$ cat config.mk
export PLATFORM = sky130hd
export DESIGN_NAME = exu_core
export DESIGN_NICKNAME = d
export VERILOG_FILES = /design/src/rtl/exu_pkg.sv /design/src/rtl/exu_ctrl.sv /design/src/rtl/exu_dpath.sv /design/src/rtl/exu_core.sv
export SDC_FILE = /design/constraint.sdc
export NUM_CORES = 1
export LEC_CHECK = 0
export BUFFER_PORTS_ARGS = -buffer_cell sky130_fd_sc_hd__buf_4
export CAP_MARGIN = 20
export CELL_PAD_IN_SITES_DETAIL_PLACEMENT = 1
export CELL_PAD_IN_SITES_GLOBAL_PLACEMENT = 2
export CORE_MARGIN = 2
export CORE_UTILIZATION = 34
export CTS_CLUSTER_SIZE = 12
export DETAILED_ROUTE_END_ITERATION = 12
export GPL_ROUTABILITY_DRIVEN = 0
export GPL_TIMING_DRIVEN = 0
export PLACE_DENSITY = 0.91
export SLEW_MARGIN = 20
export SYNTH_ARGS = -nofsm -noshare
export SYNTH_HDL_FRONTEND = slang
export SYNTH_HIERARCHICAL = 1
export SYNTH_SLANG_ARGS = --single-unit
$ cat constraint.sdc
create_clock -name clk -period 1.8 [get_ports clk]
set_input_delay 0.18 -clock clk [delete_from_list [all_inputs] [get_ports clk]]
set_output_delay 0.18 -clock clk [all_outputs]
set_load 0.05 [all_outputs]
$ cat src/rtl/exu_pkg.sv
package exu_pkg;

  localparam int INSTR_W   = 32;
  localparam int OPC_W     = 6;
  localparam int FUNC_W    = 6;
  localparam int REG_IDX_W = 5;
  localparam int IMM_W     = 16;

  // instruction field positions (decoded by neighbours too)
  localparam int OPC_LSB = 26;
  localparam int RT_LSB  = 16;
  localparam int RD_LSB  = 11;

  // opcode values
  localparam logic [OPC_W-1:0] OPC_REGFORM = 6'h00;
  localparam logic [OPC_W-1:0] OPC_ADDK    = 6'h08;
  localparam logic [OPC_W-1:0] OPC_LTK     = 6'h0A;
  localparam logic [OPC_W-1:0] OPC_ANDK    = 6'h0C;
  localparam logic [OPC_W-1:0] OPC_ORK     = 6'h0D;
  localparam logic [OPC_W-1:0] OPC_HIK     = 6'h0F;

  // function codes of the register form
  localparam logic [FUNC_W-1:0] FN_ADD = 6'h20;
  localparam logic [FUNC_W-1:0] FN_SUB = 6'h22;
  localparam logic [FUNC_W-1:0] FN_AND = 6'h24;
  localparam logic [FUNC_W-1:0] FN_OR  = 6'h25;
  localparam logic [FUNC_W-1:0] FN_LT  = 6'h2A;

  typedef enum logic [2:0] {
    ALU_ADD,
    ALU_SUB,
    ALU_AND,
    ALU_OR,
    ALU_SLT,
    ALU_PASSB
  } aluOp_e;

  typedef enum logic [1:0] {
    IMM_NONE,
    IMM_SIGN,
    IMM_ZERO,
    IMM_UPPER
  } immKind_e;

  typedef struct packed {
    aluOp_e   aluOp;
    immKind_e immKind;
    logic     destFromRd;
    logic     writeReq;
    logic     illegal;
  } exuCtrl_t;

endpackage

$ cat src/rtl/exu_ctrl.sv
module exu_ctrl
  import exu_pkg::*;
(
  input  logic [OPC_W-1:0]  opcode,
  input  logic [FUNC_W-1:0] funct,
  output exuCtrl_t          ctrl
);

  exuCtrl_t regForm;
  exuCtrl_t immForm;

  // register-register operations: selected by function code
  always_comb begin
    regForm            = '0;
    regForm.aluOp      = ALU_ADD;
    regForm.immKind    = IMM_NONE;
    regForm.destFromRd = 1'b1;
    regForm.writeReq   = 1'b1;
    regForm.illegal    = 1'b0;
    unique case (funct)
      FN_ADD:  regForm.aluOp = ALU_ADD;
      FN_SUB:  regForm.aluOp = ALU_SUB;
      FN_AND:  regForm.aluOp = ALU_AND;
      FN_OR:   regForm.aluOp = ALU_OR;
      FN_LT:   regForm.aluOp = ALU_SLT;
      default: begin
        regForm.writeReq = 1'b0;
        regForm.illegal  = 1'b1;
      end
    endcase
  end

  // register-immediate operations: opcode picks both the op and the
  // way the constant is widened
  always_comb begin
    immForm            = '0;
    immForm.aluOp      = ALU_ADD;
    immForm.immKind    = IMM_SIGN;
    immForm.destFromRd = 1'b0;
    immForm.writeReq   = 1'b1;
    immForm.illegal    = 1'b0;
    unique case (opcode)
      OPC_ADDK: begin
        immForm.aluOp   = ALU_ADD;
        immForm.immKind = IMM_SIGN;
      end
      OPC_LTK: begin
        immForm.aluOp   = ALU_SLT;
        immForm.immKind = IMM_SIGN;
      end
      OPC_ANDK: begin
        immForm.aluOp   = ALU_AND;
        immForm.immKind = IMM_ZERO;
      end
      OPC_ORK: begin
        immForm.aluOp   = ALU_OR;
        immForm.immKind = IMM_ZERO;
      end
      OPC_HIK: begin
        immForm.aluOp   = ALU_PASSB;
        immForm.immKind = IMM_UPPER;
      end
      default: begin
        immForm.writeReq = 1'b0;
        immForm.illegal  = 1'b1;
      end
    endcase
  end

  always_comb begin
    if (opcode == OPC_REGFORM) ctrl = regForm;
    else                       ctrl = immForm;
  end

endmodule

$ cat src/rtl/exu_dpath.sv
module exu_dpath
  import exu_pkg::*;
#(
  parameter int DATA_W = 32
) (
  input  logic                 clk,
  input  logic                 rstN,
  input  logic                 inValid,
  input  exuCtrl_t             ctrl,
  input  logic [IMM_W-1:0]     imm,
  input  logic [REG_IDX_W-1:0] rtIdx,
  input  logic [REG_IDX_W-1:0] rdIdx,
  input  logic [DATA_W-1:0]    opA,
  input  logic [DATA_W-1:0]    opB,
  output logic                 outValid,
  output logic [DATA_W-1:0]    result,
  output logic [REG_IDX_W-1:0] destIdx,
  output logic                 writeEn,
  output logic                 illegal
);

  localparam int EXT_W = DATA_W - IMM_W;

  logic [DATA_W-1:0]    immSext;
  logic [DATA_W-1:0]    immZext;
  logic [DATA_W-1:0]    immUpper;
  logic [DATA_W-1:0]    operandB;
  logic [DATA_W-1:0]    aluOut;
  logic                 signedLess;
  logic [REG_IDX_W-1:0] destNext;
  logic                 writeNext;

  // constant widening, one variant per operation class
  assign immSext  = {{EXT_W{imm[IMM_W-1]}}, imm};
  assign immZext  = {{EXT_W{1'b0}}, imm};
  assign immUpper = immZext << IMM_W;

  always_comb begin
    unique case (ctrl.immKind)
      IMM_SIGN:  operandB = immSext;
      IMM_ZERO:  operandB = immZext;
      IMM_UPPER: operandB = immUpper;
      default:   operandB = opB;
    endcase
  end

  assign signedLess = $signed(opA) < $signed(operandB);

  always_comb begin
    unique case (ctrl.aluOp)
      ALU_ADD:   aluOut = opA + operandB;
      ALU_SUB:   aluOut = opA - operandB;
      ALU_AND:   aluOut = opA & operandB;
      ALU_OR:    aluOut = opA | operandB;
      ALU_SLT:   aluOut = {{(DATA_W-1){1'b0}}, signedLess};
      default:   aluOut = operandB;
    endcase
  end

  assign destNext  = ctrl.destFromRd ? rdIdx : rtIdx;
  assign writeNext = inValid && ctrl.writeReq && (destNext != '0);

  always_ff @(posedge clk or negedge rstN) begin
    if (!rstN) begin
      outValid <= 1'b0;
      result   <= '0;
      destIdx  <= '0;
      writeEn  <= 1'b0;
      illegal  <= 1'b0;
    end else begin
      outValid <= inValid;
      writeEn  <= writeNext;
      illegal  <= inValid && ctrl.illegal;
      if (inValid) begin
        result  <= aluOut;
        destIdx <= destNext;
      end
    end
  end

  // result registers follow the input strobe by one edge
  a_r2_valid_rise: assert property (@(posedge clk) disable iff (!rstN)
    inValid |=> outValid);
  a_r2_valid_fall: assert property (@(posedge clk) disable iff (!rstN)
    !inValid |=> !outValid);

  // upper-half constant leaves the low half clear
  a_r8_upper_low_zero: assert property (@(posedge clk) disable iff (!rstN)
    (inValid && ctrl.immKind == IMM_UPPER) |=> (result[IMM_W-1:0] == '0));

  // compare result is a single bit
  a_r5_slt_one_bit: assert property (@(posedge clk) disable iff (!rstN)
    (inValid && ctrl.aluOp == ALU_SLT) |=> (result[DATA_W-1:1] == '0));

  // zero-extended logical AND cannot set upper bits
  a_r7_andk_upper_clear: assert property (@(posedge clk) disable iff (!rstN)
    (inValid && ctrl.aluOp == ALU_AND && ctrl.immKind == IMM_ZERO)
      |=> (result[DATA_W-1:IMM_W] == '0));

endmodule

$ cat src/rtl/exu_core.sv
module exu_core
  import exu_pkg::*;
#(
  parameter int DATA_W = 32
) (
  input  logic                 clk,
  input  logic                 rstN,
  input  logic                 inValid,
  input  logic [INSTR_W-1:0]   instr,
  input  logic [DATA_W-1:0]    opA,
  input  logic [DATA_W-1:0]    opB,
  output logic                 outValid,
  output logic [DATA_W-1:0]    result,
  output logic [REG_IDX_W-1:0] destIdx,
  output logic                 writeEn,
  output logic                 illegal
);

  exuCtrl_t ctrl;
  logic     unusedFields;

  // source index and shift amount are not consumed here
  assign unusedFields = ^{instr[25:21], instr[10:6]};

  exu_ctrl u_ctrl (
    .opcode (instr[OPC_LSB +: OPC_W]),
    .funct  (instr[FUNC_W-1:0]),
    .ctrl   (ctrl)
  );

  exu_dpath #(.DATA_W(DATA_W)) u_dpath (
    .clk      (clk),
    .rstN     (rstN),
    .inValid  (inValid),
    .ctrl     (ctrl),
    .imm      (instr[IMM_W-1:0]),
    .rtIdx    (instr[RT_LSB +: REG_IDX_W]),
    .rdIdx    (instr[RD_LSB +: REG_IDX_W]),
    .opA      (opA),
    .opB      (opB),
    .outValid (outValid),
    .result   (result),
    .destIdx  (destIdx),
    .writeEn  (writeEn),
    .illegal  (illegal)
  );

  // an unrecognised instruction never writes
  a_r11_illegal_no_write: assert property (@(posedge clk) disable iff (!rstN)
    illegal |-> !writeEn);

  // register 0 is never a write target
  a_r10_no_zero_write: assert property (@(posedge clk) disable iff (!rstN)
    writeEn |-> (destIdx != '0));

  // idle output carries no write and no fault
  a_r12_idle_quiet: assert property (@(posedge clk) disable iff (!rstN)
    !outValid |-> (!writeEn && !illegal));

endmodule

==> flow_summary.yaml, run 1 <==
status:
  status: "finished with violations"
  violations: "negative setup slack"
clocking:
  cts_tree: "yes"
  cts_buffer_depth: 2
  clk_pin_slew_ns: 0.08
  h-tree-depth: 2
  cts.sinks: 40
  cts_buffers: 5
  ctsRootBufferMaster: "clkbuf_16"
  insertion_delay_ns: 0.32
sta:
  worst_pin_slew_ns: 1.04
  finalHoldViolCount: 0
  period_needed_ns: 3.86
  period_share: 2.14
  timing.fmax_ghz: 0.259
  setup_ws_ns: -2.06
  setup_violations: 33
  fin_skew_ns: 0
  fin_hold_ws_ns: 0.0118
  max_slew_margin: 0.308
  maxSlewViolCount: 0
  setup_tns_ns: -58.48
  rsz0062_at_grt: "true"
detailed_routing:
  drt_first_iter_violations: 1028
  drt-total-wl_um: 47400
  vias_per_cell: 6.45
  vias: 10300
  first_pass_iters: 5
  post_drt_wl_per_cell_um: 29.7
  remaining_drc_errors: 0
  ant_nets: 0
yosys:
  synthTopCellsByArea: "ha_1 (17%), dfrtp_1 (14%), a21oi_1 (10%), nor2_1 (5.2%), inv_1 (5.1%)"
  synth_edf_count: 0
  synthDistinctLibCells: 72
  yosysTopAreaCellShare: 0.173
  ys_ff_latch: 40
  yosys_warnings: 6
  seq_area_frac_synth: 0.137
  async_flop_share: 1.00
  syn_area_mm2: 0.00729
  yosys.area.top_type: "ha_1"
  netlist_instances: 1040
  synth-main-ff-cell: "dfrtp_1"
  syn-num-nets: 1242
  postSynthAreaPerCell_um2: 7.01
pwr:
  power-per-cell-area_mw_per_mm2: 622
  power_leakage_nw: 5.34
  vdd_ir_drop_max_uv: 372
floorplan:
  die_w_um: 150
  start_util: 0.347
  io_pins: 139
  dieArea_mm2: 0.0226
  row_count: 53
  die_h_um: 150
  core_region_area_mm2: 0.0210
placed_design:
  io_buffer_count: 133
  dpl.hpwl_um: 27000
  place_ws_ns: -2.83
critical_path:
  crit_fanout: 7
  crit_path_start_kind: "input port"
  r2r_slack_ns: 0.96
  cp.required_ns: 2.06
  r2r_start: "u_dpath/result[13]$_DFFE_PN0P_"
  path_class: "input port to register"
  cp_slowest_cell: "a2111o_1"
  crit_arrival_ns: 4.11
  path_cells: "buf_12, nor3_4, o21ai_2, buf_8, clkbuf_16, buf_4, mux2i_1, nor2_1, a21oi_2, ha_4, clkinvlp_4, o31ai_4, and3_4, o21ai_4, o21a_1, a2111o_1, a32oi_2, mux2_4, nand2_2"
  rr_endpoint: "u_dpath/result[13]$_DFFE_PN0P_"
  max_stage_delay_ns: 0.47
  critPathCaptureType: "register"
  ff2ff_path_depth: 2
cells_and_area:
  final_cell_mix: "buf_4 (250), a21oi_1 (107), nor2_1 (89)"
  nets: 1525
  final_common_cell: "buf_4"
  drive_gt1_frac: 0.449
  n_antenna_cell: 0
  syn_to_final_growth_pct: 65.6
global_routing:
  grt_antenna_before_repair: 1
  grt_usage: 0.350
  grt_pass1_wl_um: 59900
  grt_overflow: 0
  grt_pass1_vias: 10100
  grt_start_max_net_pins: 41
run:
  maxCapViolCount: 0
worst_hold_path:
  worstHoldStart: "inValid"
  hold-path-cell-count: 1
  hold_path_class: "input port to register"
  hold_end: "u_dpath/outValid$_DFF_PN0_"
[how the worst max path moves through the flow]
stage | cells past startpoint | slack (ns) | start | to
5_1_grt | 21 | -2.15 | instr[31] | u_dpath/result[15]$_DFFE_PN0P_
6_report | 19 | -2.06 | instr[31] | u_dpath/result[26]$_DFFE_PN0P_
3_5_place_dp | 23 | -2.83 | instr[28] | u_dpath/result[29]$_DFFE_PN0P_
2_1_floorplan | 20 | -1.59 | instr[26] | u_dpath/result[25]$_DFFE_PN0P_
4_1_cts | 18 | -1.71 | instr[27] | u_dpath/result[0]$_DFFE_PN0P_
3_3_place_gp | 23 | -2.84 | instr[28] | u_dpath/result[29]$_DFFE_PN0P_
[final cells by class]
class / instances / area (um2)
well taps: 275 / 344
flip-flops and latches: 40 / 1000
plain buffers: 57 / 539
multi-input cells: 835 / 7320
clock buffers: 5 / 125
clock inverters: 3 / 47.5
repair buffers: 279 / 2270
inverters: 105 / 424
fillers: 2456 / 8950
[cells in the mapped netlist, types with 15 or more instances]
cell type and number:
a21o_1 17, o21bai_1 17, ha_1 101, nand3_1 27, mux2i_1 30, a21oi_1 150, nand2_1 65, dfrtp_1 40
o21ai_0 75, nor2_1 101, inv_1 100, xnor2_1 25, a31oi_1 15, o22ai_1 18, clkbuf_1 40
[critical path: cells and delay by family]
| kind | cells | cell delay [ns] |
|---|---|---|
| fa+ha+maj | 1 | 0.20 |
| compound gates | 7 | 1.75 |
| simple gates | 4 | 0.71 |
| buf+inv | 5 | 0.70 |
| mux | 2 | 0.54 |
[registers in the layout, summed over array words and instances, names as in the netlist]
| register | count |
|---|---|
| u_dpath/outValid | 1 |
| u_dpath/destIdx | 5 |
| u_dpath/result | 32 |
| u_dpath/illegal | 1 |
| u_dpath/writeEn | 1 |
[metal layers]
metal | global-route usage | vias up | routed length (um)
met5 | 0 | - | 0
met4 | 0.189 | 0 | 4430
met3 | 0.0497 | 307 | 4490
met2 | 0.580 | 733 | 21600
met1 | 0.437 | 5000 | 16900
li1 | - | 4269 | -
[logic make-up (layout without fill, tap and decap cells)]
| group | after synthesis | after routing | share of synthesized area |
|---|---|---|---|
| adder cells (fa/ha/maj) | 103 | 103 | 0.179 |
| AO/OA/AOI/OAI | 387 | 387 | 0.329 |
| XOR/XNOR | 29 | 29 | 0.0348 |
| AND/OR/NAND/NOR | 282 | 282 | 0.184 |
| multiplexers | 34 | 34 | 0.0474 |
| buffers and inverters | 165 | 449 | 0.0882 |
| flip-flops | 40 | 40 | 0.137 |
[where the power goes]
part | switching (mW) | internal (mW) | total (mW)
logic | 3.11 | 2.01 | 5.12
clock network | 0.528 | 0.664 | 1.19
registers | 0.128 | 1.08 | 1.20
total | 3.77 | 3.75 | 7.52
[stage by stage]
step                      cells  power [mW]  instance area (um2)  utilization
after floorplan            1040        3.63                 7700            -
final                      1599        7.52                12100        0.574
after detailed placement   1448        4.81                 9040        0.430
after global routing       1599        7.75                12100        0.574
after CTS                  1548        6.69                11100        0.529
after global placement     1448        4.77                 9040        0.430
[repair_timing]
action                                 4_1_cts  5_1_grt
setup endpoints to repair                   32       32
hold buffers                                 1        0
pin swaps                                  112      108
endpoints found under the hold margin       40        0
resized for setup                          281      133
buffers inserted                            92       53
cloned                                       1        0
(Power assumes the default switching activity.)
==> run 2: changes to the inputs <==
- PLACE_DENSITY: 0.91 -> 0.9
- TNS_END_PERCENT: default -> 10
==> flow_summary.yaml, run 2 (synthesis gave the netlist of run 1 again) <==
cells_and_area:
  drive_gt1_frac: 0.352
  final_cell_mix: "buf_4 (191), a21oi_1 (125), nor2_1 (95)"
  fillers: 2563
  nets: 1441
  fin_cells: 1515
  post-route-util: 0.507
  n_antenna_cell: 0
  top_regs: "u_dpath/result x32, u_dpath/destIdx x5"
  regMostFlops: "u_dpath/result"
  syn_to_final_growth_pct: 46.3
  final_common_cell: "buf_4"
  largest_register_ffs: 32
critical_path:
  cp.required_ns: 1.99
  max_stage_delay_ns: 0.36
  cp_slowest_cell: "a311oi_4"
  crit_cells: 21
  crit_fanout: 10
  r2r_start: "u_dpath/result[23]$_DFFE_PN0P_"
  cp_top_family: "simple AND/OR/NAND/NOR gates"
  path_class: "input port to register"
  r2r_slack_ns: 1.02
  critPathCaptureType: "register"
  cp_num_buf_inv: 5
  rr_endpoint: "u_dpath/result[23]$_DFFE_PN0P_"
  crit_path_start_kind: "input port"
  ff2ff_path_depth: 2
  path_cells: "buf_8, nor3_4, o21ai_2, buf_8, and2_4, clkbuf_16, a21oi_4, nor2_2, a21oi_4, ha_4, buf_6, nor3_4, and3_4, nand3_4, a311oi_4, buf_4, nor2_2, mux2i_1, xnor2_1, a221oi_2, nor2_1"
  crit_arrival_ns: 3.82
pwr:
  power_leakage_nw: 4.75
  vdd_ir_drop_max_uv: 403
  power-per-cell-area_mw_per_mm2: 620
floorplan:
  die_w_um: 150
  start_util: 0.347
  row_count: 53
  dieArea_mm2: 0.0226
  die_h_um: 150
  io_pins: 139
  core_region_area_mm2: 0.0210
status:
  violations: "negative setup slack"
  status: "finished with violations"
sta:
  period_share: 2.01
  timing.fmax_ghz: 0.276
  rsz0062_at_grt: "true"
  period_needed_ns: 3.63
  worst_pin_slew_ns: 1.06
  maxSlewViolCount: 0
  fin_skew_ns: 0
  setup_ws_ns: -1.83
  finalHoldViolCount: 0
  max_slew_margin: 0.292
  setup_violations: 32
global_routing:
  grt_overflow: 0
  grt_usage: 0.322
  grt_pass1_vias: 9347
  grt_start_max_net_pins: 41
  grt_pass1_wl_um: 54900
  grt_antenna_before_repair: 0
clocking:
  cts_buffers: 5
  ctsRootBufferMaster: "clkbuf_16"
  h-tree-depth: 2
  cts_tree: "yes"
  cts.sinks: 40
  cts_buffer_depth: 2
  clk_pin_slew_ns: 0.07
  insertion_delay_ns: 0.30
detailed_routing:
  post_drt_wl_per_cell_um: 24.9
  first_pass_iters: 4
  drt-total-wl_um: 37700
  drt_first_iter_violations: 518
  ant_nets: 0
  vias: 9126
  remaining_drc_errors: 0
  vias_per_cell: 6.02
placed_design:
  dpl.hpwl_um: 27000
  placed_cells: 1448
  place_ws_ns: -3.14
  io_buffer_count: 133
worst_hold_path:
  hold_path_class: "input port to register"
  worstHoldStart: "inValid"
  hold_end: "u_dpath/outValid$_DFF_PN0_"
  hold-path-cell-count: 1
run:
  maxCapViolCount: 0
[run 2: changes by cell type in the layout (fill, tap and decap cells not counted), sizes merged]
cell and delta:
buf -85, clkbuf +1, clkinv -1, clkdlybuf4s15 +1, inv +1, clkinvlp -1
[run 2: per-stage QoR]
| step | area, um2 | power (mW) | hold slack, ns | setup TNS, ns |
|---|---|---|---|---|
| after floorplan | 7550 | 3.58 | -0.116 | -43.72 |
| after global placement | 8890 | 4.72 | 0.242 | -75.67 |
| after detailed placement | 8890 | 4.76 | 0.250 | -76.75 |
| after CTS | 10300 | 6.38 | 0.00923 | -44.87 |
| after global routing | 10700 | 6.96 | 0.00553 | -53.61 |
| final | 10700 | 6.62 | 0.0147 | -49.37 |
[run 2: how the worst max path moves through the flow]
stage	start	end
final	instr[27]	u_dpath/result[20]$_DFFE_PN0P_
after global routing	instr[27]	u_dpath/result[20]$_DFFE_PN0P_
after CTS	instr[27]	u_dpath/result[0]$_DFFE_PN0P_
after detailed placement	instr[28]	u_dpath/result[29]$_DFFE_PN0P_
after global placement	instr[28]	u_dpath/result[29]$_DFFE_PN0P_
after floorplan	instr[27]	u_dpath/result[20]$_DFFE_PN0P_
[run 2: per-layer routing]
metal | up-vias | track usage | wire length, um
met4 | 0 | 0.149 | 1910
li1 | 4108 | - | -
met3 | 118 | 0.0521 | 2560
met5 | - | 0 | 0
met2 | 420 | 0.538 | 17800
met1 | 4480 | 0.405 | 15400
[run 2: what timing repair did]
action / in CTS / in global routing
hold buffers: 1 / 0
pin swaps: 67 / 41
cloned: 1 / 0
resized for setup: 216 / 60
endpoints found under the setup margin: 32 / 33
endpoints found under the hold margin: 40 / 0
buffers inserted: 44 / 17
[run 2: cell type report]
cell class | instances | area [um2] | share of cell area
clock inverter | 2 | 35.0 | 0.00329
timing repair buffer | 196 | 1520 | 0.143
clock buffer | 6 | 129 | 0.0121
inverter | 105 | 405 | 0.0380
buffer | 56 | 473 | 0.0444
tap | 275 | 344 | 0.0323
sequential | 40 | 1000 | 0.0939
multi-input combinational | 835 | 6750 | 0.633
[run 2: where the power goes]
part / leakage, nW / switching (mW) / internal [mW] / total, mW
Sequential: 0.460 / 0.123 / 1.08 / 1.20
Combinational: 4.21 / 2.63 / 1.64 / 4.28
Clock: 0.0808 / 0.484 / 0.657 / 1.14
